File: src/rtl/alu8_pkg.sv
package alu8_pkg;

  localparam int DATA_W = 8;
  localparam int OP_W   = 4;

  typedef enum logic [OP_W-1:0] {
    OP_ADD = 4'd0,
    OP_SUB = 4'd1,
    OP_OR  = 4'd2,
    OP_AND = 4'd3,
    OP_XOR = 4'd4,
    OP_CMP = 4'd5,
    OP_BIT = 4'd6,
    OP_INC = 4'd7,
    OP_DEC = 4'd8,
    OP_ASL = 4'd9,
    OP_LSR = 4'd10,
    OP_ROL = 4'd11,
    OP_ROR = 4'd12
  } alu_op_e;

  typedef struct packed {
    logic n;
    logic v;
    logic z;
    logic c;
  } alu_flags_t;

endpackage

File: src/rtl/alu8_adder.sv
module alu8_adder #(
  parameter int DW = alu8_pkg::DATA_W
) (
  input  logic [DW-1:0] a,
  input  logic [DW-1:0] b,
  input  logic          cin,
  input  logic          dec,
  input  logic          sub,
  output logic [DW-1:0] sum,
  output logic          cout,
  output logic          vout
);
  localparam int SW = DW + 1;

  logic [DW-1:0] b_eff;
  logic          cin_eff;
  logic [SW-1:0] raw;
  logic [DW-1:0] bin_res;
  logic [DW-1:0] ov_vec;
  logic [DW-1:0] pre_res;
  logic          pre_c;
  logic          pre_v;

  assign b_eff   = sub ? ~b : b;
  assign cin_eff = sub ? 1'b1 : cin;
  assign raw     = {1'b0, a} + {1'b0, b_eff} + {{DW{1'b0}}, cin_eff};
  assign bin_res = raw[DW-1:0];
  assign ov_vec  = ~(a ^ b_eff) & (a ^ bin_res);

  generate
    if (DW == 8) begin : g_decimal
      logic       lo_fix;
      logic       hi_fix;
      logic [7:0] adj;
      assign lo_fix = bin_res[3:0] > 4'd9;
      assign hi_fix = raw > 9'h099;
      assign adj    = {(hi_fix ? 4'h6 : 4'h0), (lo_fix ? 4'h6 : 4'h0)};
      always_comb begin
        if (dec) begin
          pre_res = bin_res + adj;
          pre_c   = hi_fix;
          pre_v   = 1'b0;
        end else begin
          pre_res = bin_res;
          pre_c   = raw[DW];
          pre_v   = ov_vec[DW-1];
        end
      end
    end else begin : g_binary_only
      assign pre_res = bin_res;
      assign pre_c   = raw[DW];
      assign pre_v   = ov_vec[DW-1] | (dec & 1'b0);
    end
  endgenerate

  // Subtract without incoming carry takes one further unit away.
  assign sum  = (sub && !cin) ? pre_res - {{(DW-1){1'b0}}, 1'b1} : pre_res;
  assign cout = pre_c;
  assign vout = pre_v;

endmodule

File: src/rtl/alu8_misc.sv
module alu8_misc #(
  parameter int DW = alu8_pkg::DATA_W
) (
  input  logic [3:0]           op,
  input  logic [DW-1:0]        a,
  input  logic [DW-1:0]        b,
  input  alu8_pkg::alu_flags_t fin,
  output logic [DW-1:0]        res,
  output alu8_pkg::alu_flags_t fout
);
  import alu8_pkg::*;

  logic [DW-1:0] diff;
  logic [DW-1:0] zn_src;
  logic          zn_pass;
  logic          bit_test;

  assign diff = a - b;

  always_comb begin
    res      = a;
    fout     = fin;
    zn_src   = a;
    zn_pass  = 1'b0;
    bit_test = 1'b0;
    case (op)
      OP_OR:  begin res = a | b; zn_src = res; end
      OP_AND: begin res = a & b; zn_src = res; end
      OP_XOR: begin res = a ^ b; zn_src = res; end
      OP_CMP: begin res = a; zn_src = diff; fout.c = (a >= b); end
      OP_BIT: begin res = a; bit_test = 1'b1; end
      OP_INC: begin res = b + {{(DW-1){1'b0}}, 1'b1}; zn_src = res; end
      OP_DEC: begin res = b - {{(DW-1){1'b0}}, 1'b1}; zn_src = res; end
      OP_ASL: begin res = {b[DW-2:0], 1'b0};  fout.c = b[DW-1]; zn_src = res; end
      OP_LSR: begin res = {1'b0, b[DW-1:1]};  fout.c = b[0];    zn_src = res; end
      OP_ROL: begin res = {b[DW-2:0], fin.c}; fout.c = b[DW-1]; zn_src = res; end
      OP_ROR: begin res = {fin.c, b[DW-1:1]}; fout.c = b[0];    zn_src = res; end
      default: begin res = a; zn_pass = 1'b1; end
    endcase
    if (bit_test) begin
      fout.z = ((a & b) == '0);
      fout.n = b[DW-1];
      fout.v = b[DW-2];
    end else if (!zn_pass) begin
      fout.z = (zn_src == '0);
      fout.n = zn_src[DW-1];
    end
  end

endmodule

File: src/rtl/alu8_core.sv
module alu8_core #(
  parameter int DW = alu8_pkg::DATA_W
) (
  input  logic          clk,
  input  logic          rst,
  input  logic [3:0]    op_sel,
  input  logic [DW-1:0] opa,
  input  logic [DW-1:0] opb,
  input  logic          c_in,
  input  logic          z_in,
  input  logic          v_in,
  input  logic          n_in,
  input  logic          dec_in,
  output logic [DW-1:0] res,
  output logic          c_out,
  output logic          z_out,
  output logic          v_out,
  output logic          n_out
);
  import alu8_pkg::*;

  alu_flags_t    fin;
  alu_flags_t    misc_f;
  alu_flags_t    nxt_f;
  logic [DW-1:0] add_sum;
  logic          add_c;
  logic          add_v;
  logic [DW-1:0] misc_res;
  logic [DW-1:0] nxt_res;
  logic          is_arith;

  assign fin      = '{n: n_in, v: v_in, z: z_in, c: c_in};
  assign is_arith = (op_sel == OP_ADD) || (op_sel == OP_SUB);

  alu8_adder #(.DW(DW)) u_add (
    .a    (opa),
    .b    (opb),
    .cin  (c_in),
    .dec  (dec_in),
    .sub  (op_sel == OP_SUB),
    .sum  (add_sum),
    .cout (add_c),
    .vout (add_v)
  );

  alu8_misc #(.DW(DW)) u_misc (
    .op   (op_sel),
    .a    (opa),
    .b    (opb),
    .fin  (fin),
    .res  (misc_res),
    .fout (misc_f)
  );

  always_comb begin
    if (is_arith) begin
      nxt_res = add_sum;
      nxt_f   = '{n: add_sum[DW-1], v: add_v, z: (add_sum == '0), c: add_c};
    end else begin
      nxt_res = misc_res;
      nxt_f   = misc_f;
    end
  end

  always_ff @(posedge clk) begin
    if (rst) begin
      res   <= '0;
      c_out <= 1'b0;
      z_out <= 1'b0;
      v_out <= 1'b0;
      n_out <= 1'b0;
    end else begin
      res   <= nxt_res;
      c_out <= nxt_f.c;
      z_out <= nxt_f.z;
      v_out <= nxt_f.v;
      n_out <= nxt_f.n;
    end
  end

endmodule

File: config.mk
export PLATFORM = sky130hd
export DESIGN_NAME = alu8_core
export DESIGN_NICKNAME = d
export VERILOG_FILES = /design/src/rtl/alu8_pkg.sv /design/src/rtl/alu8_adder.sv /design/src/rtl/alu8_misc.sv /design/src/rtl/alu8_core.sv
export SDC_FILE = /design/constraint.sdc
export NUM_CORES = 1
export LEC_CHECK = 0
export BUFFER_PORTS_ARGS = -buffer_cell sky130_fd_sc_hd__buf_2
export CORE_MARGIN = 5
export CORE_UTILIZATION = 38
export CTS_CLUSTER_DIAMETER = 150
export DETAILED_ROUTE_END_ITERATION = 10
export PLACE_DENSITY_LB_ADDON = 0.3
export SYNTH_ARGS = -nofsm -noshare
export SYNTH_HDL_FRONTEND = slang
export SYNTH_SLANG_ARGS = --single-unit
File: constraint.sdc
create_clock -name clk -period 8.3 [get_ports clk]
set_input_delay 1.66 -clock clk [delete_from_list [all_inputs] [get_ports clk]]
set_output_delay 1.66 -clock clk [all_outputs]
set_load 0.1 [all_outputs]
# Word-level counts from Yosys, hierarchy flattened
# Cells that the tools add are included.
[totals]
reg_bits = 12
in_bits = 27
output_inout_bits = 12
elab_cells = 64
[classes]
addsub = 7
magnitude_cmp = 3
eq_ne = 12
n_mux = 19
bitwise = 8
n_reduce_logical = 10
[op_table]
columns = ["operator", "count"]
rows = [
  ["case mux 8 bit (10 select lines)", 1],
  ["case mux 8 bit (9 select lines)", 1],
  ["two-way mux 8 bit", 4],
  ["logical NOT 8 bit", 3],
  ["bitwise XOR 8 bit", 3],
  ["equality test 4 bit, second input constant", 5],
  ["AND 8 bit", 2],
  ["equality test 4 x 3 -> 1 bit, second input constant", 4],
  ["inverter 8 bit", 2],
  ["subtractor 8 x 1 -> 8 bit, second input constant", 2],
  ["OR reduction 11 bit", 1],
  ["adder 8 x 8 -> 9 bit", 1],
  ["adder 9 x 1 -> 9 bit", 1],
  ["greater-than comparator 9 x 8 -> 1 bit, second input constant", 1],
  ["two-way mux 1 bit", 9],
  ["adder 8 x 1 -> 8 bit, second input constant", 1],
  ["adder 8 bit", 1],
  ["equality test 4 x 2 -> 1 bit, second input constant", 2],
  ["greater-or-equal comparator 8 bit", 1],
  ["OR 8 bit", 1],
  ["subtractor 8 bit", 1],
  ["two-way mux 3 bit", 2],
  ["equality test 4 x 1 -> 1 bit, second input constant", 1],
  ["greater-than comparator 4 bit, second input constant", 1],
  ["7 further kinds", 8],
]

# Longest topological paths before layout
# Gate-level depths: netlist (run 1).
[logic_depth]
ltp_word = 12
mapped_depth = 21
depth_no_buf = 19

# By module
# A second synthesis (run 1) with hierarchy kept.
[unflattened]
cells_unflattened = 471
area_unflattened_um2 = 3429.5
[by_module_without_submodules]
columns = ["module", "instances", "cells_each", "area_each_um2", "seq_area_each_um2"]
rows = [
  ["alu8_misc", 1, 271, 1806.7, 0.0],
  ["alu8_adder", 1, 142, 1049.8, 0.0],
  ["alu8_core", 1, 58, 573.0, 240.2],
]

# Least setup slack after synthesis (run 1)
# OpenSTA, ideal clock, no wires.
[synth_timing]
path_kind = "input to register"
from = "input port op_sel[1]"
to = "register z_out"
t_arrival_ns = 5.728
slack_ns = 2.454
path_stages = 21
n_path_buf = 2
cell_sequence = "buf_6 or3_1 buf_6 nor2_2 xnor2_1 fa_1 inv_1 fa_1 nor2b_1 o311a_1 o21ba_2 a21oi_1 a211oi_1 o21ai_0 ha_1 nand2_1 a31oi_1 a211oi_2 o2111ai_1 xnor2_2 a32o_1"
[synth_via]
elab_chain_len = 12
[synth_lines]
columns = ["item", "line", "rtl"]
rows = [
  ["start, declared", "alu8_core.sv:6", "input logic [3:0] op_sel,"],
  ["equality test 4 x 1 -> 1 bit", "alu8_core.sv:33, alu8_core.sv:40", ""],
  ["two-way mux 8 bit", "alu8_adder.sv:24", "assign b_eff = sub ? ~b : b;"],
  ["adder 8 x 8 -> 9 bit", "alu8_adder.sv:26", "assign raw = {1'b0, a} + {1'b0, b_eff} + {{DW{1'b0}}, cin_eff};"],
  ["adder 9 x 1 -> 9 bit", "alu8_adder.sv:26", ""],
  ["greater-than comparator 9 x 8 -> 1 bit or greater-than comparator 4 bit (tied branches)", "alu8_adder.sv:36, alu8_adder.sv:35", ""],
  ["two-way mux 3 bit", "alu8_adder.sv:37", "assign adj = {(hi_fix ? 4'h6 : 4'h0), (lo_fix ? 4'h6 : 4'h0)};"],
  ["adder 8 bit", "alu8_adder.sv:40", "pre_res = bin_res + adj;"],
  ["two-way mux 8 bit", "alu8_adder.sv:39", "if (dec) begin"],
  ["subtractor 8 x 1 -> 8 bit", "alu8_adder.sv:57", "assign sum = (sub && !cin) ? pre_res - {{(DW-1){1'b0}}, 1'b1} : pre_res;"],
  ["two-way mux 8 bit", "alu8_adder.sv:57", ""],
  ["logical NOT 8 bit", "alu8_core.sv:58", "nxt_f = '{n: add_sum[DW-1], v: add_v, z: (add_sum == '0), c: add_c};"],
  ["two-way mux 4 bit *", "alu8_core.sv:56", "if (is_arith) begin"],
  ["end signal, assigned", "alu8_core.sv:75", "z_out <= nxt_f.z;"],
  ["end, declared", "alu8_core.sv:16", "output logic z_out,"],
]
# Mark *: on every way between the ends. The rest lies on a longest branch, timed or not.
# A chain may end at the register's enable or synchronous reset.

# Worst setup path after layout (run 1)
[layout_timing]
from = "input port op_sel[3]"
to = "register z_out"
# The elaborated chain is that of the path after synthesis.

==> results of run 1 <==
==> Yosys cell counts, types with 4 or more instances <==
master    number
ha_1          38
nor2_1        38
a221oi_1       8
nand3_1        7
clkbuf_1       8
a31oi_1        9
a22oi_1        5
o21bai_1       4
nor4_1        10
a32oi_1        4
nor3_1        11
inv_1         26
a21oi_1       24
xnor2_1       23
nand2_1       34
a211oi_1       9
xor2_1         9
dfxtp_1       12
o21ai_0       21
buf_2          7
nor2b_1        9
buf_1          4
or2_2          4
a21o_1         4
and3_1         4
nand2b_1      10
or3_1          4
==> power by group <==
| group | leakage [nW] | switching (mW) | internal, mW |
|---|---|---|---|
| clock | 0.0216 | 0.0190 | 0.0318 |
| combinational | 1.26 | 0.202 | 0.107 |
| sequential | 0.100 | 0.00136 | 0.0639 |
| total | 1.39 | 0.223 | 0.203 |
==> kinds of logic (layout without fill, tap and decap cells) <==
kind of cell | count (synthesis) | after routing | share of synthesized area (%)
AOI/OAI and AO/OA | 126 | 126 | 29.2
xor gates and xnor gates | 35 | 35 | 10.7
adders and majority gates | 41 | 41 | 17.3
buffers and inverters | 50 | 71 | 6.85
DFF | 12 | 12 | 7.78
muxes | 4 | 4 | 1.38
and+or+nand+nor | 154 | 154 | 26.8
==> state kept, by name, indices dropped and copies added, names as in the netlist <==
| register | cells |
|---|---|
| z_out | 1 |
| res | 8 |
| c_out | 1 |
| v_out | 1 |
| n_out | 1 |
==> worst paths after layout <==
check	start	slack [ns]	cells after the start	endpoint
min	v_in	1.70	3	v_out
max	op_sel[3]	1.90	20	z_out
==> routing by layer <==
| metal | GRT usage (%) | vias up | part of all wire, % |
|---|---|---|---|
| met3 | 1.88 | 25 | 6.3 |
| met1 | 26.3 | 1531 | 43 |
| li1 | - | 1602 | - |
| met5 | 0 | - | 0 |
| met2 | 32.1 | 144 | 47 |
| met4 | 7.05 | 0 | 3.5 |
==> layout by cell type, fill, tap and decap left out, types with 3 or more instances in the layout <==
cell / instances
nand4_1: 3
o21ai_0: 21
o21bai_1: 4
nor3_1: 11
or3_1: 4
nand2_1: 34
xnor2_2: 3
inv_1: 26
o21ai_1: 3
xnor2_1: 23
or2_2: 4
a311oi_1: 3
fa_1: 3
a22oi_1: 5
a211oi_1: 9
nor4_1: 10
a221oi_1: 8
nor3b_1: 3
and3_1: 4
buf_2: 38
a21oi_1: 24
a32oi_1: 4
nor2b_1: 9
nand2b_1: 10
nor2_1: 38
a31oi_1: 9
a21o_1: 4
dfxtp_1: 12
xor2_1: 9
o21a_1: 3
nand3_1: 7
ha_1: 38
clkbuf_8: 3
==> metrics by stage <==
step	setup slack, ns	util, %	area, µm²	power (mW)
floorplan	2.45	-	3090	0.307
global placement	1.84	42.4	3310	0.371
detailed placement	1.67	42.4	3310	0.373
CTS	1.90	42.9	3350	0.424
global route	1.44	42.9	3350	0.463
finish	1.90	42.9	3350	0.426
==> area by class of cell <==
cell class,count,area (µm²),area share (%)
inverter,29,109,3.25
multi-input combinational,360,2640,78.6
sequential,12,240,7.17
timing repair buffer,39,198,5.90
tap,102,128,3.81
clock buffer,3,41.3,1.23
==> out/results.ini, run 1 <==
[clock_network]
clock_sinks=12
post_cts_buffers=0
cts_resized=0
cts.clk_slew.worst_paths_ns=0.05
cts_buffer_depth=2
clockRootBuffer=clkbuf_8
numCtsBuffers=3
ctsHoldBuffers=0
cts_tree=done
cts_max_level=1

[floorplan]
die_w_um=100
core_area_um2=7810
io_pins=39
num_rows=32
dieArea_um2=10000
initial_core_util_pct=39.5
die_h_um=100

[timing]
hold_ws_ns=1.70
tightest_slew_ns=0.952
max_freq_mhz=156
period_minus_slack_ns=6.40
setup_violations=0
slew_viol_final=0
setup_tns_ns=0
fin_crit_sh_pct=77.2
rsz0062_at_grt=false
relSlewSlack_pct=36.0
final_hold_viol_count=0

[critical_path]
critPathCaptureType=register
crit_fanout=34
slowest_stage=or3_1
cp.arrival_ns=6.53
critical-path-max-stage-delay_ns=0.61
path_cells=buf_2 -> or3_1 -> nor2_2 -> xnor2_1 -> fa_1 -> inv_1 -> fa_1 -> nor2b_1 -> o311a_1 -> o21ba_2 -> a21oi_1 -> a211oi_1 -> o21ai_0 -> ha_1 -> nand2_1 -> a31oi_1 -> a211oi_2 -> o2111ai_1 -> xnor2_2 -> a32o_1
cp.required_ns=8.43
critPathKind=in -> reg
start_kind=input port
path_common_cell=fa_1
crit_buf_inv=2
path_delay_family=compound AO/OA/AOI/OAI gates

[synth]
ys.warnings.count=0
netlist_area_um2=3090
post-synth-top-area-fraction_pct=15.4
ys_ff_latch=12
yosysTopAreaCell=ha_1
synth.net_count=490
synth_edf_count=0
async_reset_ff_share_pct=0
syn_avg_cell_area_um2=7.31
synth-seq-area-share_pct=7.78
yosysUniqueCellTypes=77
ys_top_cells_by_area=ha_1, dfxtp_1, xnor2_1
postSynthCellCount=422
ys.flop_type=dfxtp_1

[global_routing]
grt_max_degree=36
grt_pass1_vias=3083
antenna_found_initial=0
grt_overflow=0
grt_pass1_wl_mm=16.0
gr-usage-all-layers_pct=19.5

[layout]
drive_above_1_share_pct=15.1
num_antenna_cells=0
nFillCells=838
fin_cells=545
final_nets=513
synthToLayoutAreaGrowth_pct=8.55

[routing]
post-route-drc-count=0
drt-pass1-iter-count=4
wl_per_cell_um=17.8
drtAntennaViolNets=0
drt_iter0_drc=325
finalWirelength_mm=9.70
vias=3302
via_per_inst=6.06

[run]
maxCapViolCount=0

[power]
irDropWorstVdd_v=0.0000569
leakage_nw=1.39
power_density_nw_per_um2=127

[place]
hpwlAfterDp_mm=7.54
io_buffers=38
place.gp.congestion=0.926
dp.cells=542

[run_status]
status=completed

[min_path]
min_path_type=in -> reg

Note: power is estimated with default switching activity, not from simulation.
==> inputs of run 2 (changes only) <==
clock period = 6.5 ns   (was 8.3 ns; I/O delays follow)
==> run 2 against run 1 <==
Largest cell class unchanged. Worst setup slack lost 1.1 ns. Sequential share of layout area shrank 0.093 points. Critical path type unchanged. Count of clock-buffer cells in the layout grew 1. Largest power group unchanged. Power grew 33%. Flip-flop and latch count is the same. Non-clock buffer count grew 4. Final cell count grew 0.92%. Worst hold slack lost 0.37 ns. Sequential power grew 27%.
==> out/results.ini, run 2 (synthesized netlist as in run 1, its figures left out) <==
[critical_path]
critPathCaptureType=register
cp.required_ns=6.63  ; -1.80 ns
start_kind=input port
critPathKind=in -> reg
startpoint=op_sel[2]
cp.arrival_ns=5.83  ; -0.70 ns
crit_fanout=10  ; -71%

[place]
dp.cells=546  ; +0.74%
io_buffers=38  ; unchanged
place.gp.congestion=0.981  ; +6.0%
hpwlAfterDp_mm=7.62  ; +1.0%

[floorplan]
dieArea_um2=10000  ; unchanged
die_h_um=100  ; unchanged
die_w_um=100  ; unchanged
initial_core_util_pct=39.5  ; unchanged
core_area_um2=7810  ; unchanged
io_pins=39  ; unchanged
num_rows=32  ; unchanged

[layout]
nFillCells=806  ; -3.8%
largest_reg_flops=8  ; unchanged
largest-register=res
synthToLayoutAreaGrowth_pct=9.97
fin_cells=550  ; +0.92%
seq_area_um2=240  ; unchanged
drive_above_1_share_pct=16.1  ; +0.95 points
final_nets=517  ; +0.78%
multi_input_area_um2=2640  ; unchanged
num_antenna_cells=0  ; unchanged
final_cell_mix=nor2_1, ha_1, buf_2

[min_path]
hold_path_end=v_out
min_path_type=in -> reg
hold_path_depth=3  ; unchanged
hold_start=v_in

[timing]
max_freq_mhz=175
period_minus_slack_ns=5.71
hold_ws_ns=1.34  ; -0.365 ns
tightest_slew_ns=0.861  ; -0.0912 ns
setup_tns_ns=0  ; unchanged
rsz0062_at_grt=false
setup_violations=0  ; unchanged
final_hold_viol_count=0  ; unchanged
relSlewSlack_pct=42.1  ; +6.1 points
slew_viol_final=0  ; unchanged
fin_crit_sh_pct=87.8

[routing]
drt_iter0_drc=294  ; -9.5%
via_per_inst=6.05  ; -0.13%
wl_per_cell_um=17.8  ; about the same
finalWirelength_mm=9.79  ; +0.91%
vias=3328  ; +0.79%
drt-pass1-iter-count=7  ; +3
post-route-drc-count=0  ; unchanged
drtAntennaViolNets=0  ; unchanged

[global_routing]
grt_pass1_vias=3126  ; +1.4%
grt_overflow=0  ; unchanged
grt_pass1_wl_mm=15.9  ; -0.26%
antenna_found_initial=0  ; unchanged
gr-usage-all-layers_pct=19.2  ; -0.32 points
grt_max_degree=36  ; unchanged

[clock_network]
ctsHoldBuffers=0  ; unchanged
cts_tree=done
clockRootBuffer=clkbuf_8
cts_buffer_depth=2  ; unchanged
cts_resized=0  ; unchanged
numCtsBuffers=3  ; unchanged
post_cts_buffers=0  ; unchanged
cts.clk_slew.worst_paths_ns=0.05  ; about the same
cts_max_level=1  ; unchanged
clock_sinks=12  ; unchanged

[run_status]
status=completed

[power]
irDropWorstVdd_v=0.0000753  ; +32%
fin_total_pwr_uw=564  ; +33%
leakage_nw=1.41  ; +1.9%
power_density_nw_per_um2=166  ; +31%

[run]
maxCapViolCount=0  ; unchanged

## run 2: metal layers
layer  part of all wire, %  GRT usage (%)
met4                   3.2           5.18
met2                    46           32.1
met5                     0              0
met3                   7.7           1.67
met1                    43           26.2
## run 2: cell type report
cell class | instances | share of cell area [%]
inverter | 29 | 3.21
clock buffer | 4 | 1.62
timing repair buffer | 43 | 6.71
sequential | 12 | 7.08
multi-input combinational | 360 | 77.6
tap | 102 | 3.76
## run 2: worst max path at each step
stage / cells after the start / to / slack, ns
after floorplan: 21 / z_out / 1.01
after global placement: 20 / z_out / 0.77
after detailed placement: 20 / z_out / 0.60
after CTS: 20 / z_out / 0.81
after global routing: 20 / z_out / 0.50
final: 20 / z_out / 0.79
## run 2: report_power, final
group / internal [mW] / switching [mW]
sequential: 0.0815 / 0.00162
combinational: 0.138 / 0.262
clock: 0.0535 / 0.0269
## run 2: through the flow
step / area, µm² / worst slack [ns] / utilization (%)
floorplan: 3090 / 1.01 / -
CTS: 3390 / 0.807 / 43.5
detailed placement: 3340 / 0.605 / 42.8
global placement: 3340 / 0.765 / 42.8
finish: 3390 / 0.792 / 43.5
global route: 3390 / 0.501 / 43.5
## run 2: worst max-delay path: stages
cell,delay [ns]
buf_2,0.10
or3_1,0.57
nor2_2,0.27
xnor2_1,0.12
fa_1,0.44
inv_1,0.09
fa_1,0.20
nor2b_1,0.09
o311a_1,0.32
o21ba_2,0.23
a21oi_1,0.24
a211oi_1,0.10
o21ai_0,0.26
ha_1,0.32
nand2_1,0.08
a31oi_1,0.05
a211oi_2,0.35
o2111ai_1,0.23
xnor2_2,0.20
a32o_1,0.24
==> inputs of run 3 (changes only) <==
CORE_ASPECT_RATIO = 1.5   (was unset)
==> run 3 against run 2 <==
Count of clock-buffer cells in the layout down 1. Final area increased by 1.1%. Flip-flop and latch count stayed put. Die area increased by 0.38%. Maximum frequency increased by 2.5%. Sequential share of layout area decreased by 0.080 points. Clock power grew 33%. Largest power group unchanged. Global-route usage increased by 0.82 points. Sequential power is essentially flat. Worst hold slack improved by 0.016 ns.
==> out/results.ini, run 3 (synthesized netlist as in run 1, its figures left out) <==
[clock_network]
numCtsBuffers=3  ; unchanged
clockRootBuffer=clkbuf_16
cts_buffer_depth=2  ; unchanged
cts.clk_slew.worst_paths_ns=0.04  ; about the same
post_cts_buffers=0  ; unchanged
clock_sinks=12  ; unchanged
cts_tree=done
ctsHoldBuffers=0  ; unchanged
cts_max_level=1  ; unchanged
cts_resized=0  ; unchanged

[run]
maxCapViolCount=0  ; unchanged

[critical_path]
slowest_stage=or3_1
cp.depth=21  ; +5.0%
critical-path-max-stage-delay_ns=0.43  ; -0.14 ns
cp.arrival_ns=5.69  ; -0.14 ns
path_cells=buf_2 -> or3_1 -> nor2_2 -> buf_4 -> xnor2_1 -> fa_1 -> inv_1 -> fa_1 -> nor2b_1 -> o311a_1 -> o21ai_0 -> a21oi_1 -> a211oi_1 -> o21ai_0 -> ha_1 -> nand2b_1 -> nor4_1 -> a211oi_2 -> xnor2_1 -> nor3_1 -> a32o_1
critPathKind=in -> reg
critPathCaptureType=register
crit_buf_inv=3  ; +1
crit_fanout=8  ; -2
path_delay_family=simple AND/OR/NAND/NOR gates
start_kind=input port
cp.required_ns=6.62  ; about the same

[timing]
slew_viol_final=0  ; unchanged
max_freq_mhz=180  ; +2.5%
tightest_slew_ns=0.851  ; -0.0103 ns
fin_crit_sh_pct=85.7  ; -2.1 points
rsz0062_at_grt=false
setup_tns_ns=0  ; unchanged
final_hold_viol_count=0  ; unchanged
fin_ws_ns=0.931  ; +0.138 ns
relSlewSlack_pct=42.8  ; +0.69 points
setup_violations=0  ; unchanged
period_minus_slack_ns=5.57  ; -0.138 ns

[layout]
largest-register=res
final_design_area_no_fill_um2=3430  ; +1.1%
final_nets=519  ; +0.39%
nFillCells=829  ; +2.9%
synthToLayoutAreaGrowth_pct=11.2
largest_reg_flops=8  ; unchanged
drive_above_1_share_pct=16.3  ; +0.19 points
final_cell_mix=nor2_1, ha_1, buf_2
num_antenna_cells=0  ; unchanged
fin_cells=554  ; +0.73%

[routing]
drt_iter0_drc=368  ; +25%
post-route-drc-count=0  ; unchanged
met3_length_um=543  ; -28%
routed.top_layer=met4
finalWirelength_mm=10.3  ; +5.6%
wl_met2_mm=5.20  ; +16%
vias=3423  ; +2.9%
wl_met1_mm=4.07  ; -3.8%
drt-pass1-iter-count=5  ; -2
wl_per_cell_um=18.7  ; +4.9%
via_per_inst=6.18  ; +2.1%
drtAntennaViolNets=0  ; unchanged

[place]
place.gp.congestion=0.962  ; -1.9%
dp.cells=551  ; +0.92%
io_buffers=38  ; unchanged
hpwlAfterDp_mm=8.17  ; +7.2%
place_area_um2=3360  ; +0.56%
place_ws_ns=0.748  ; +0.143 ns

[floorplan]
die_w_um=83.6  ; -17%
die_h_um=120  ; +20%
core_area_um2=7960  ; +1.9%
initial_core_util_pct=38.8  ; -0.75 points
dieArea_um2=10100  ; +0.38%
num_rows=40  ; +25%
io_pins=39  ; unchanged

[power]
fin_total_pwr_uw=595  ; +5.4%
leakage_nw=1.43  ; +1.2%
power_density_nw_per_um2=173  ; +4.3%
irDropWorstVdd_v=0.000107  ; +42%

[global_routing]
grt_max_degree=35  ; -2.8%
grt_pass1_wl_mm=16.7  ; +4.7%
grt_pass1_vias=3340  ; +6.8%
grt_overflow=0  ; unchanged
gr-usage-all-layers_pct=20.0  ; +0.82 points
antenna_found_initial=0  ; unchanged

[run_status]
status=completed

[min_path]
hold_path_depth=3  ; unchanged
min_path_type=in -> reg

==> run 3: cell types whose count changed in the layout (fill, tap and decap cells not counted), sizes merged <==
cell and change:
buf +2, clkbuf -1
==> run 3: path summary, 6_finish.rpt <==
check       from     to  slack (ns)
max    op_sel[2]  z_out        0.93
min         v_in  v_out        1.35
==> run 3: cell type report <==
class                   instances  area (µm²)  area share, %
clock buffers                   3        75.1           2.19
inverters                      29         109           3.17
multi-input cells             360        2640           76.7
flip-flops and latches         12         240           7.00
well taps                     105         131           3.83
repair buffers                 45         243           7.07
==> run 3: report_power, final <==
part | internal [mW] | switching, mW | total [mW]
logic | 0.140 | 0.265 | 0.404
registers | 0.0818 | 0.00162 | 0.0834
clock network | 0.0797 | 0.0273 | 0.107
total | 0.301 | 0.294 | 0.595
==> run 3: stage by stage <==
stage          hold WS, ns  utilization [%]
2_1_floorplan         1.45                -
3_3_place_gp          1.63             42.2
3_5_place_dp          1.60             42.2
4_1_cts               1.36             43.1
5_1_grt               1.38             43.1
6_report              1.35             43.1
==> run 3: per-layer routing <==
layer	global-route usage [%]	up-vias
li1	-	1610
met1	22.5	1615
met2	36.6	155
met3	2.18	43
met4	10.4	0
met5	0	-
